$ cat config.mk
export PLATFORM = sky130hd
export DESIGN_NAME = tmr_cfg_seq
export DESIGN_NICKNAME = d
export VERILOG_FILES = /design/src/rtl/tmr_seq_pkg.sv /design/src/rtl/tmr_maj3.sv /design/src/rtl/tmr_seq_copy.sv /design/src/rtl/tmr_cfg_seq.sv
export SDC_FILE = /design/constraint.sdc
export NUM_CORES = 1
export LEC_CHECK = 0
export BUFFER_PORTS_ARGS = -buffer_cell sky130_fd_sc_hd__buf_2
export CAP_MARGIN = 5
export CORE_AREA = 2 2 39 41
export CTS_CLUSTER_SIZE = 16
export DETAILED_ROUTE_END_ITERATION = 16
export DIE_AREA = 0 0 41 43
export SETUP_SLACK_MARGIN = 0.3
export SYNTH_ARGS = -nofsm -noshare
export SYNTH_HDL_FRONTEND = slang
export SYNTH_SLANG_ARGS = --single-unit
$ cat constraint.sdc
create_clock -name clk_i -period 1.4 [get_ports clk_i]
set_input_delay 0.07 -clock clk_i [delete_from_list [all_inputs] [get_ports clk_i]]
set_output_delay 0.07 -clock clk_i [all_outputs]
set_load 0.02 [all_outputs]
$ cat src/rtl/tmr_seq_pkg.sv
package tmr_seq_pkg;

    // number of redundant copies; the voter is a fixed two-of-three majority
    localparam int N_COPY = 3;

    typedef enum logic [1:0] {
        PH_IDLE  = 2'd0,
        PH_LOAD  = 2'd1,
        PH_APPLY = 2'd2,
        PH_DONE  = 2'd3
    } phase_e;

endpackage

$ cat src/rtl/tmr_maj3.sv
module tmr_maj3 #(
    parameter int W = 8
) (
    input  logic [W-1:0] a_i,
    input  logic [W-1:0] b_i,
    input  logic [W-1:0] c_i,
    output logic [W-1:0] y_o
);

    // per-bit two-of-three majority
    for (genvar bit_idx = 0; bit_idx < W; bit_idx++) begin : g_bit
        assign y_o[bit_idx] = (a_i[bit_idx] & b_i[bit_idx])
                            | (a_i[bit_idx] & c_i[bit_idx])
                            | (b_i[bit_idx] & c_i[bit_idx]);
    end

endmodule

$ cat src/rtl/tmr_seq_copy.sv
module tmr_seq_copy
    import tmr_seq_pkg::*;
#(
    parameter int NUM_WORDS = 8,
    parameter int CNT_W     = 3,
    localparam int SW       = 2 + CNT_W,
    localparam int CW       = CNT_W + 3
) (
    input  logic          clk_i,
    input  logic          rst_i,
    input  logic          start_i,
    input  logic [SW-1:0] voted_i,
    output logic [SW-1:0] next_o,
    output logic [CW-1:0] ctrl_o,
    output logic [SW-1:0] state_o
);

    localparam logic [CNT_W-1:0] LAST = CNT_W'(NUM_WORDS - 1);

    typedef struct packed {
        phase_e           ph;
        logic [CNT_W-1:0] cnt;
    } st_t;

    typedef struct packed {
        logic             load_en;
        logic [CNT_W-1:0] addr;
        logic             apply;
        logic             done;
    } ctl_t;

    logic [SW-1:0] st_q;
    logic [SW-1:0] st_d;
    st_t           cur;
    st_t           nxt;
    ctl_t          ctl;

    always_comb begin
        cur  = st_t'(st_q);
        nxt  = cur;
        ctl  = '0;
        // the register of every copy loads the voted next state
        st_d = voted_i;
        case (cur.ph)
            PH_IDLE: begin
                if (start_i) begin
                    nxt.ph  = PH_LOAD;
                    nxt.cnt = '0;
                end
            end
            PH_LOAD: begin
                ctl.load_en = 1'b1;
                ctl.addr    = cur.cnt;
                if (cur.cnt == LAST) begin
                    nxt.ph  = PH_APPLY;
                    nxt.cnt = '0;
                end else begin
                    nxt.cnt = cur.cnt + 1'b1;
                end
            end
            PH_APPLY: begin
                ctl.apply = 1'b1;
                nxt.ph    = PH_DONE;
                nxt.cnt   = '0;
            end
            PH_DONE: begin
                ctl.done = 1'b1;
                if (!start_i) begin
                    nxt.ph  = PH_IDLE;
                    nxt.cnt = '0;
                end
            end
            default: begin
                nxt = '0;
            end
        endcase
    end

    always_ff @(posedge clk_i) begin
        if (rst_i) begin
            st_q <= '0;
        end else begin
            st_q <= st_d;
        end
    end

    assign next_o  = nxt;
    assign ctrl_o  = ctl;
    assign state_o = st_q;

endmodule

$ cat src/rtl/tmr_cfg_seq.sv
module tmr_cfg_seq
    import tmr_seq_pkg::*;
#(
    parameter int NUM_WORDS = 8,
    localparam int CNT_W    = (NUM_WORDS > 1) ? $clog2(NUM_WORDS) : 1
) (
    input  logic             clk_i,
    input  logic             rst_i,
    input  logic             start_i,
    output logic             load_en_o,
    output logic [CNT_W-1:0] load_addr_o,
    output logic             apply_o,
    output logic             done_o,
    output logic             mismatch_o
);

    localparam int SW = 2 + CNT_W;
    localparam int CW = CNT_W + 3;

    typedef struct packed {
        logic [CW-1:0] ctl;
        logic          mis;
    } out_t;

    logic [SW-1:0] nxt_w   [N_COPY];
    logic [SW-1:0] state_w [N_COPY];
    logic [CW-1:0] ctl_w   [N_COPY];
    logic [SW-1:0] voted_st;
    logic [CW-1:0] voted_ctl;
    out_t          out_d;
    out_t          out_q;

    for (genvar g = 0; g < N_COPY; g++) begin : g_copy
        tmr_seq_copy #(
            .NUM_WORDS (NUM_WORDS),
            .CNT_W     (CNT_W)
        ) i_copy (
            .clk_i   (clk_i),
            .rst_i   (rst_i),
            .start_i (start_i),
            .voted_i (voted_st),
            .next_o  (nxt_w[g]),
            .ctrl_o  (ctl_w[g]),
            .state_o (state_w[g])
        );
    end

    tmr_maj3 #(.W(SW)) i_vote_state (
        .a_i (nxt_w[0]),
        .b_i (nxt_w[1]),
        .c_i (nxt_w[2]),
        .y_o (voted_st)
    );

    tmr_maj3 #(.W(CW)) i_vote_ctrl (
        .a_i (ctl_w[0]),
        .b_i (ctl_w[1]),
        .c_i (ctl_w[2]),
        .y_o (voted_ctl)
    );

    always_comb begin
        out_d.ctl = voted_ctl;
        out_d.mis = (state_w[0] != state_w[1]) || (state_w[1] != state_w[2]);
    end

    always_ff @(posedge clk_i) begin
        if (rst_i) begin
            out_q <= '0;
        end else begin
            out_q <= out_d;
        end
    end

    assign {load_en_o, load_addr_o, apply_o, done_o} = out_q.ctl;
    assign mismatch_o = out_q.mis;

endmodule

==> results of run 1 <==
[how the worst max path moves through the flow]
stage | slack, ps | endpoint | from | depth (start not counted)
2_1_floorplan | 40 | g_copy[2].i_copy.state_o[3] | g_copy[2].i_copy.state_o[4] | 5
3_5_place_dp | -10 | g_copy[2].i_copy.state_o[3] | g_copy[2].i_copy.state_o[4] | 5
4_1_cts | -10 | g_copy[2].i_copy.state_o[3] | g_copy[2].i_copy.state_o[3] | 5
6_report | -10 | g_copy[2].i_copy.state_o[3] | g_copy[2].i_copy.state_o[3] | 5
3_3_place_gp | 10 | g_copy[2].i_copy.state_o[3] | g_copy[2].i_copy.state_o[3] | 5
5_1_grt | -80 | g_copy[2].i_copy.state_o[3] | g_copy[2].i_copy.state_o[4] | 5
[placed cells by master (no fill, tap or decap), drive strengths merged]
cell type	instances
mux2i	2
nor2b	4
o31ai	1
conb	1
nor3	1
or4	1
nor2	4
nand2b	2
a21oi	1
a32oi	2
clkbuf	4
ha	6
mux2	1
and2	3
dfxtp	11
inv	2
buf	19
[registers in the layout, indices dropped and copies added, names as in the netlist]
signal / count
apply_o: 1
done_o: 1
g_copy.i_copy.state_o: 5
load_addr_o: 3
load_en_o: 1
[layout make-up]
type / count / area (um2)
fill: 134 / 697
multi-input combinational: 29 / 269
sequential: 11 / 229
timing repair buffer: 19 / 130
clock buffer: 4 / 26.3
tap: 16 / 20.0
inverter: 2 / 12.5
[per-layer routing]
metal / GRT usage / part of all wire
met1: 0.138 / 0.42
met2: 0.184 / 0.49
met3: 0.0471 / 0.058
met4: 0.0800 / 0.035
met5: 0 / 0
[Yosys cell counts (all sizes together)]
| library cell | number |
|---|---|
| or4 | 1 |
| nor2 | 4 |
| nor2b | 4 |
| inv | 2 |
| o31ai | 1 |
| conb | 1 |
| a32oi | 2 |
| a21oi | 1 |
| mux2 | 1 |
| clkbuf | 1 |
| ha | 6 |
| and2 | 3 |
| dfxtp | 11 |
| nor3 | 1 |
| mux2i | 2 |
| buf | 1 |
| nand2b | 2 |
[per-stage QoR]
| step | TNS (ps) | total power (uW) | util |
|---|---|---|---|
| after floorplan | 0 | 670 | - |
| after global placement | 0 | 809 | 0.416 |
| after detailed placement | -13.2 | 815 | 0.416 |
| after CTS | -13.2 | 1130 | 0.471 |
| after global routing | -209 | 1300 | 0.496 |
| final | -33.7 | 1220 | 0.496 |
[cell families after synthesis]
kind of cell               share of synthesized area
buffers and inverters                         0.0402
and+or+nand+nor                                0.180
adders and majority gates                      0.161
AOI/OAI and AO/OA                             0.0643
other                                        0.00804
DFF                                            0.472
muxes                                         0.0751
[power by group through the flow]
stage	Combinational, uW	Clock [uW]	Sequential (uW)
3_3_place_gp	401	0	408
2_1_floorplan	246	0	424
6_report	584	214	421
5_1_grt	630	243	431
4_1_cts	508	222	404
3_5_place_dp	406	0	409
[timing repair]
item / 4_1_cts / 5_1_grt
setup buffers: 3 / 2
pin swaps: 2 / 4
hold endpoints to repair: 0 / 0
resized for setup: 8 / 7
hold buffers: 0 / 0
setup endpoints to repair: 5 / 8
==> flow_summary.json, run 1 <==
{
  "synth-seq-cells": 11,
  "switchingPower_uw": 409,
  "timing.rr.start": "g_copy[2].i_copy.state_o[3]",
  "worstHoldStart": "rst_i",
  "drive_gt1_frac": 0.538,
  "drtIter0Drc": 0,
  "rrSetupSlack_ps": -10,
  "worst_setup_path_start_kind": "register",
  "synth.area.top_cells": "dfxtp_1 47%, ha_1 16%, nor2b_1 5.4%",
  "path_buf_inv": 1,
  "totalWireLength_um": 883,
  "crit_type": "register to register",
  "drc": 0,
  "dpl_worst_slack_ps": -13.2,
  "clkTransAtPathRegs_ps": 70,
  "maxSlewViolCount": 0,
  "clkPwrFrac": 0.175,
  "final_cells": 81,
  "p_per_area_nw_per_um2": 1770,
  "wl_per_cell_um": 10.9,
  "min_period_over_period": 1.01,
  "cp_slowest_stage_delay_ps": 400,
  "crit_family": "simple AND/OR/NAND/NOR gates",
  "vias_per_cell": 4.60,
  "core_area_um2": 1380,
  "synth_fp_nets": 53,
  "worstSetupEndpointType": "register",
  "critPathRequiredTime_ps": 1580,
  "max-cap-violations": 0,
  "min_period_ps": 1410,
  "violations": "setup timing",
  "postPlaceCellArea_um2": 576,
  "die_x_um": 41,
  "crit_fanout": 3,
  "leakage_uw": 0.000317,
  "min_to": "g_copy[2].i_copy.state_o[2]",
  "ios": 10,
  "grt_use_total": 0.123,
  "cts_buffer_depth": 2,
  "cts.sinks": 11,
  "syn_inst": 44,
  "cp_data_arrival_time_ps": 1590,
  "synth_top_area_cell": "dfxtp_1",
  "power_frac_comb": 0.479,
  "grt_setup_unrepaired": "yes",
  "grt_overflow": 0,
  "ys_seq_area_frac": 0.472,
  "initial_core_util": 0.337,
  "hold_path_class": "primary input to register",
  "grt_pass1_wl_mm": 1.40,
  "cts-root-buf": "clkbuf_4",
  "antenna_found_initial": 0,
  "ant_nets": 0,
  "outcome": "complete, but fails checks",
  "cts_made_buffers": 3,
  "fin_area_um2": 687,
  "cts_tree": "done",
  "hold_viol_final": 0,
  "finalNetCount": 75,
  "fp.dieH_um": 43,
  "area_delta_synth_final_pct": 47.2,
  "path_cells": "inv_4 -> ha_4 -> mux2_4 -> or4_1 -> o31ai_1",
  "dp.cells": 72,
  "max-vdd-ir-drop_uv": 900,
  "swShare": 0.335,
  "grt_max_degree": 11,
  "n_antenna_cell": 0,
  "dr.pass1.iters": 1,
  "r2r-end": "g_copy[2].i_copy.state_o[3]",
  "setup_violations": 3,
  "max_freq_ghz": 0.707,
  "dr_total_vias": 373,
  "fin_worst_skew_ps": 2.16,
  "layout_setup_ws_ps": -13.6,
  "synth_top_area_share": 0.472,
  "first_global_vias": 349,
  "clock_latency_ps": 260,
  "die-area_um2": 1760,
  "timing.hold.ws_ps": 77.9,
  "rows": 14,
  "io_buffer_count": 8,
  "intPower_uw": 810,
  "gp_congestion": 0.702,
  "syn_avg_cell_area_um2": 10.6,
  "cts_max_level": 1,
  "hold_depth": 2,
  "yosysUniqueCellTypes": 17,
  "power_frac_seq": 0.346,
  "synth_warnings": 0,
  "crit_path_top_delay_cell": "or4_1",
  "syn_area_um2": 467,
  "worstRegToRegCells": 5
}
Note: power is estimated with default switching activity, not from simulation.
==> run 2, diff against run 1 <==
clock period = 1.5 ns   (was 1.4 ns; I/O delays follow)
==> flow_summary.json, run 2 (synthesis results as in run 1) <==
{
  "critPathRequiredTime_ps": 1680,
  "dr.pass1.iters": 2,
  "io_buffer_count": 8,
  "grt_setup_unrepaired": "yes",
  "max-vdd-ir-drop_uv": 569,
  "final_core_util": 0.438,
  "die-area_um2": 1760,
  "path_buf_inv": 1,
  "max-cap-violations": 0,
  "grt_max_degree": 11,
  "gp_congestion": 0.721,
  "hold_path_class": "primary input to register",
  "finalNetCount": 68,
  "crit_family": "simple AND/OR/NAND/NOR gates",
  "antenna_found_initial": 0,
  "fin_worst_skew_ps": 2.99,
  "hold_viol_final": 0,
  "crit_fanout": 4,
  "worstSetupEndpointType": "register",
  "largest_reg_flops": 5,
  "fin_area_um2": 606,
  "cts-hold-fix-buffers": 0,
  "n_antenna_cell": 0,
  "die_x_um": 41,
  "cp_slowest_stage_delay_ps": 430,
  "crit_type": "register to register",
  "dp_hpwl_um": 530,
  "clkTransAtPathRegs_ps": 70,
  "dp.cells": 66,
  "maxSlewViolCount": 0,
  "min_period_over_period": 0.979,
  "initial_core_util": 0.337,
  "ant_nets": 0,
  "core_area_um2": 1380,
  "outcome": "completed",
  "final_cells": 74,
  "min_period_ps": 1470,
  "crit_path_top_delay_cell": "or4_4",
  "grt_overflow": 0,
  "dr_total_vias": 330,
  "cts-root-buf": "clkbuf_4",
  "cts_buffer_depth": 2,
  "wl_per_cell_um": 11.5,
  "clock_latency_ps": 270,
  "rows": 14,
  "cts_made_buffers": 3,
  "path_cells": "inv_4 -> ha_4 -> mux2_4 -> or4_4 -> o31ai_2",
  "leakage_uw": 0.000283,
  "cp_data_arrival_time_ps": 1650,
  "cts.sinks": 11,
  "fillers": 134,
  "totalWireLength_um": 851,
  "grt_use_total": 0.107,
  "dpl_worst_slack_ps": 64.8,
  "fp.dieH_um": 43,
  "grt_pass1_wl_mm": 1.21,
  "worst_setup_path_start_kind": "register",
  "area_delta_synth_final_pct": 29.8,
  "p_per_area_nw_per_um2": 1650,
  "first_global_vias": 285,
  "max_freq_ghz": 0.681,
  "layout_setup_ws_ps": 31.6,
  "drive_gt1_frac": 0.431,
  "cts_tree": "done",
  "final_cell_mix": "9 x dfxtp_1, 8 x buf_2, 4 x nor2b_1, 4 x nor2_1, 4 x buf_4",
  "vias_per_cell": 4.46,
  "ios": 10,
  "postPlaceCellArea_um2": 531,
  "drc": 0,
  "drtIter0Drc": 2,
  "setup_violations": 0,
  "cts_max_level": 1,
  "final_common_cell": "dfxtp_1"
}
==> run 2: worst reg2reg max path, cell delays in order, from the launching register on <==
cell and delay, ps:
dfxtp_4 370, inv_4 50, ha_4 150, mux2_4 290, or4_4 430, o31ai_2 80
==> run 2: cell type report <==
cell class,instances,area (um2),share of cell area
flip-flops and latches,11,225,0.372
repair buffers,12,70.1,0.116
inverters,2,10.0,0.0165
clock buffers,4,26.3,0.0434
multi-input cells,29,254,0.419
well taps,16,20.0,0.0331
==> run 2: through the flow <==
stage | setup TNS [ps] | power [uW] | hold WS (ps)
2_1_floorplan | 0 | 626 | 357
3_3_place_gp | 0 | 691 | 375
3_5_place_dp | 0 | 694 | 372
4_1_cts | 0 | 928 | 78.6
5_1_grt | -15.9 | 1080 | 126
6_report | 0 | 1000 | 114
==> run 2: worst paths after layout <==
check	cells past startpoint	startpoint	to	slack, ps
min	2	rst_i	g_copy[2].i_copy.state_o[2]	110
max reg2reg	5	g_copy[2].i_copy.state_o[3]	g_copy[2].i_copy.state_o[3]	30
min reg2reg	1	g_copy[2].i_copy.state_o[1]	load_addr_o[1]	500
max	5	g_copy[2].i_copy.state_o[3]	g_copy[2].i_copy.state_o[3]	30
==> run 2: per-layer routing <==
layer,track usage,vias up,routed length (um)
li1,-,175,-
met2,0.128,10,395
met5,0,-,0
met4,0.0800,0,27
met3,0.0471,2,40
met1,0.143,143,387
==> run 2: what timing repair did <==
item,in CTS,in global routing
gates resized for setup,0,6
endpoints found under the setup margin,3,5
setup buffers,2,2
==> run 2: power by group <==
part	internal [uW]	total [uW]	switching (uW)
Sequential	346	381	35.7
Combinational	205	413	208
Clock	103	205	102
Total	654	1000	346
==> run 3, diff against run 2 <==
PLACE_DENSITY = 0.59   (was unset)
==> flow_summary.json, run 3 (synthesis results as in run 1) <==
{
  "outcome": "completed",
  "dr_total_vias": 338,
  "cts_tree": "done",
  "wl_per_cell_um": 10.2,
  "cts_max_level": 1,
  "rrSetupSlack_ps": 70,
  "clock_latency_ps": 260,
  "r2r-end": "g_copy[2].i_copy.state_o[3]",
  "dr.pass1.iters": 4,
  "switchingPower_uw": 355,
  "worstSetupEndpointType": "register",
  "grt_busiest_layer": "met2",
  "totalWireLength_um": 756,
  "dp_hpwl_um": 540,
  "leakage_uw": 0.000287,
  "cts.sinks": 11,
  "max-vdd-ir-drop_uv": 817,
  "swShare": 0.344,
  "setup_violations": 0,
  "grt_overflow": 0,
  "use_met3": 0.0471,
  "min_period_ps": 1430,
  "total_power_uw": 1030,
  "maxSlewViolCount": 0,
  "die-area_um2": 1760,
  "fp.dieH_um": 43,
  "cts-root-buf": "clkbuf_4",
  "max-cap-violations": 0,
  "cts_buffer_depth": 2,
  "fin_worst_skew_ps": 3.47,
  "first_global_vias": 304,
  "hold_depth": 2,
  "io_buffer_count": 8,
  "ios": 10,
  "grt_pass1_wl_mm": 1.21,
  "cts-hold-fix-buffers": 0,
  "endpoint": "g_copy[2].i_copy.state_o[3]",
  "power_frac_seq": 0.373,
  "area_delta_synth_final_pct": 34.0,
  "p_per_area_nw_per_um2": 1650,
  "initial_core_util": 0.337,
  "core_area_um2": 1380,
  "worst_setup_path_start_kind": "register",
  "drc": 0,
  "power_frac_comb": 0.432,
  "critPathRequiredTime_ps": 1680,
  "hold_viol_final": 0,
  "crit_type": "register to register",
  "hold_path_class": "primary input to register",
  "final_cell_mix": "8 x dfxtp_1, 8 x buf_2",
  "clkTransAtPathRegs_ps": 70,
  "rows": 14,
  "intPower_uw": 677,
  "die_x_um": 41,
  "grt_use_total": 0.110,
  "vias_per_cell": 4.57,
  "finalNetCount": 68,
  "max_freq_ghz": 0.699,
  "n_antenna_cell": 0,
  "crit_fanout": 4,
  "grt_setup_unrepaired": "yes",
  "clkPwrFrac": 0.195,
  "worstRegToRegCells": 5,
  "drtIter0Drc": 2,
  "fin_setup_tns_ps": 0,
  "crit_start": "g_copy[2].i_copy.state_o[4]",
  "timing.rr.start": "g_copy[2].i_copy.state_o[4]",
  "met1_usage": 0.121,
  "drive_gt1_frac": 0.500,
  "min_period_over_period": 0.954,
  "antenna_found_initial": 0,
  "cp_data_arrival_time_ps": 1610,
  "cts_made_buffers": 3,
  "largest_reg_flops": 5,
  "fillers": 142,
  "globalRouteMet2Util": 0.150,
  "gp_congestion": 0.690,
  "grt_max_degree": 11,
  "ant_nets": 0
}
-- run 3: cell counts in the layout (fill, tap and decap cells not counted) --
No cell type changed its count.
-- run 3: repair_timing --
item / in CTS / in global routing
hold endpoints to repair: 0 / 0
gates cloned: 0 / 0
pin swaps: 2 / 2
setup endpoints to repair: 4 / 5
buffers inserted: 1 / 2
resized for setup: 3 / 9
-- run 3: worst min-delay path by stage --
stage	start	to	slack (ps)
final	rst_i	g_copy[2].i_copy.state_o[2]	110
after global routing	rst_i	g_copy[2].i_copy.state_o[0]	130
after detailed placement	rst_i	done_o	380
after global placement	rst_i	g_copy[2].i_copy.state_o[2]	380
after floorplan	start_i	g_copy[2].i_copy.state_o[0]	360
after CTS	rst_i	g_copy[2].i_copy.state_o[1]	90
-- run 3: final cells by class --
cell class	instances	area [um2]	area share
multi-input combinational	29	269	0.430
sequential	11	226	0.362
timing repair buffer	12	73.8	0.118
clock buffer	4	26.3	0.0420
tap	16	20.0	0.0320
inverter	2	10.0	0.0160
-- run 3: worst max-delay path, cell delays in order (launching register included) --
cell and delay [ps]:
dfxtp_2 360, inv_2 60, ha_4 160, mux2_4 280
or4_4 420, o31ai_2 70
-- run 3: power groups by stage --
stage | clock network [uW] | logic [uW] | registers (uW)
finish | 201 | 446 | 384
global route | 225 | 495 | 393
CTS | 210 | 359 | 375
detailed placement | 0 | 325 | 382
global placement | 0 | 322 | 382
floorplan | 0 | 230 | 396
-- run 3: metrics by stage --
stage          setup slack, ps  hold slack [ps]  cells  area [um2]   util
2_1_floorplan              143              357     44         482      -
3_3_place_gp              58.5              379     67         538  0.389
3_5_place_dp              50.4              376     67         538  0.389
4_1_cts                   61.2             91.5     72         581  0.420
5_1_grt                   19.6              128     74         626  0.452
6_report                  69.0              114     74         626  0.452
-- run 3: routing by layer --
layer	vias to the layer above	routed length [um]
met5	-	0
li1	174	-
met1	156	342
met3	2	26
met4	0	11
met2	6	376
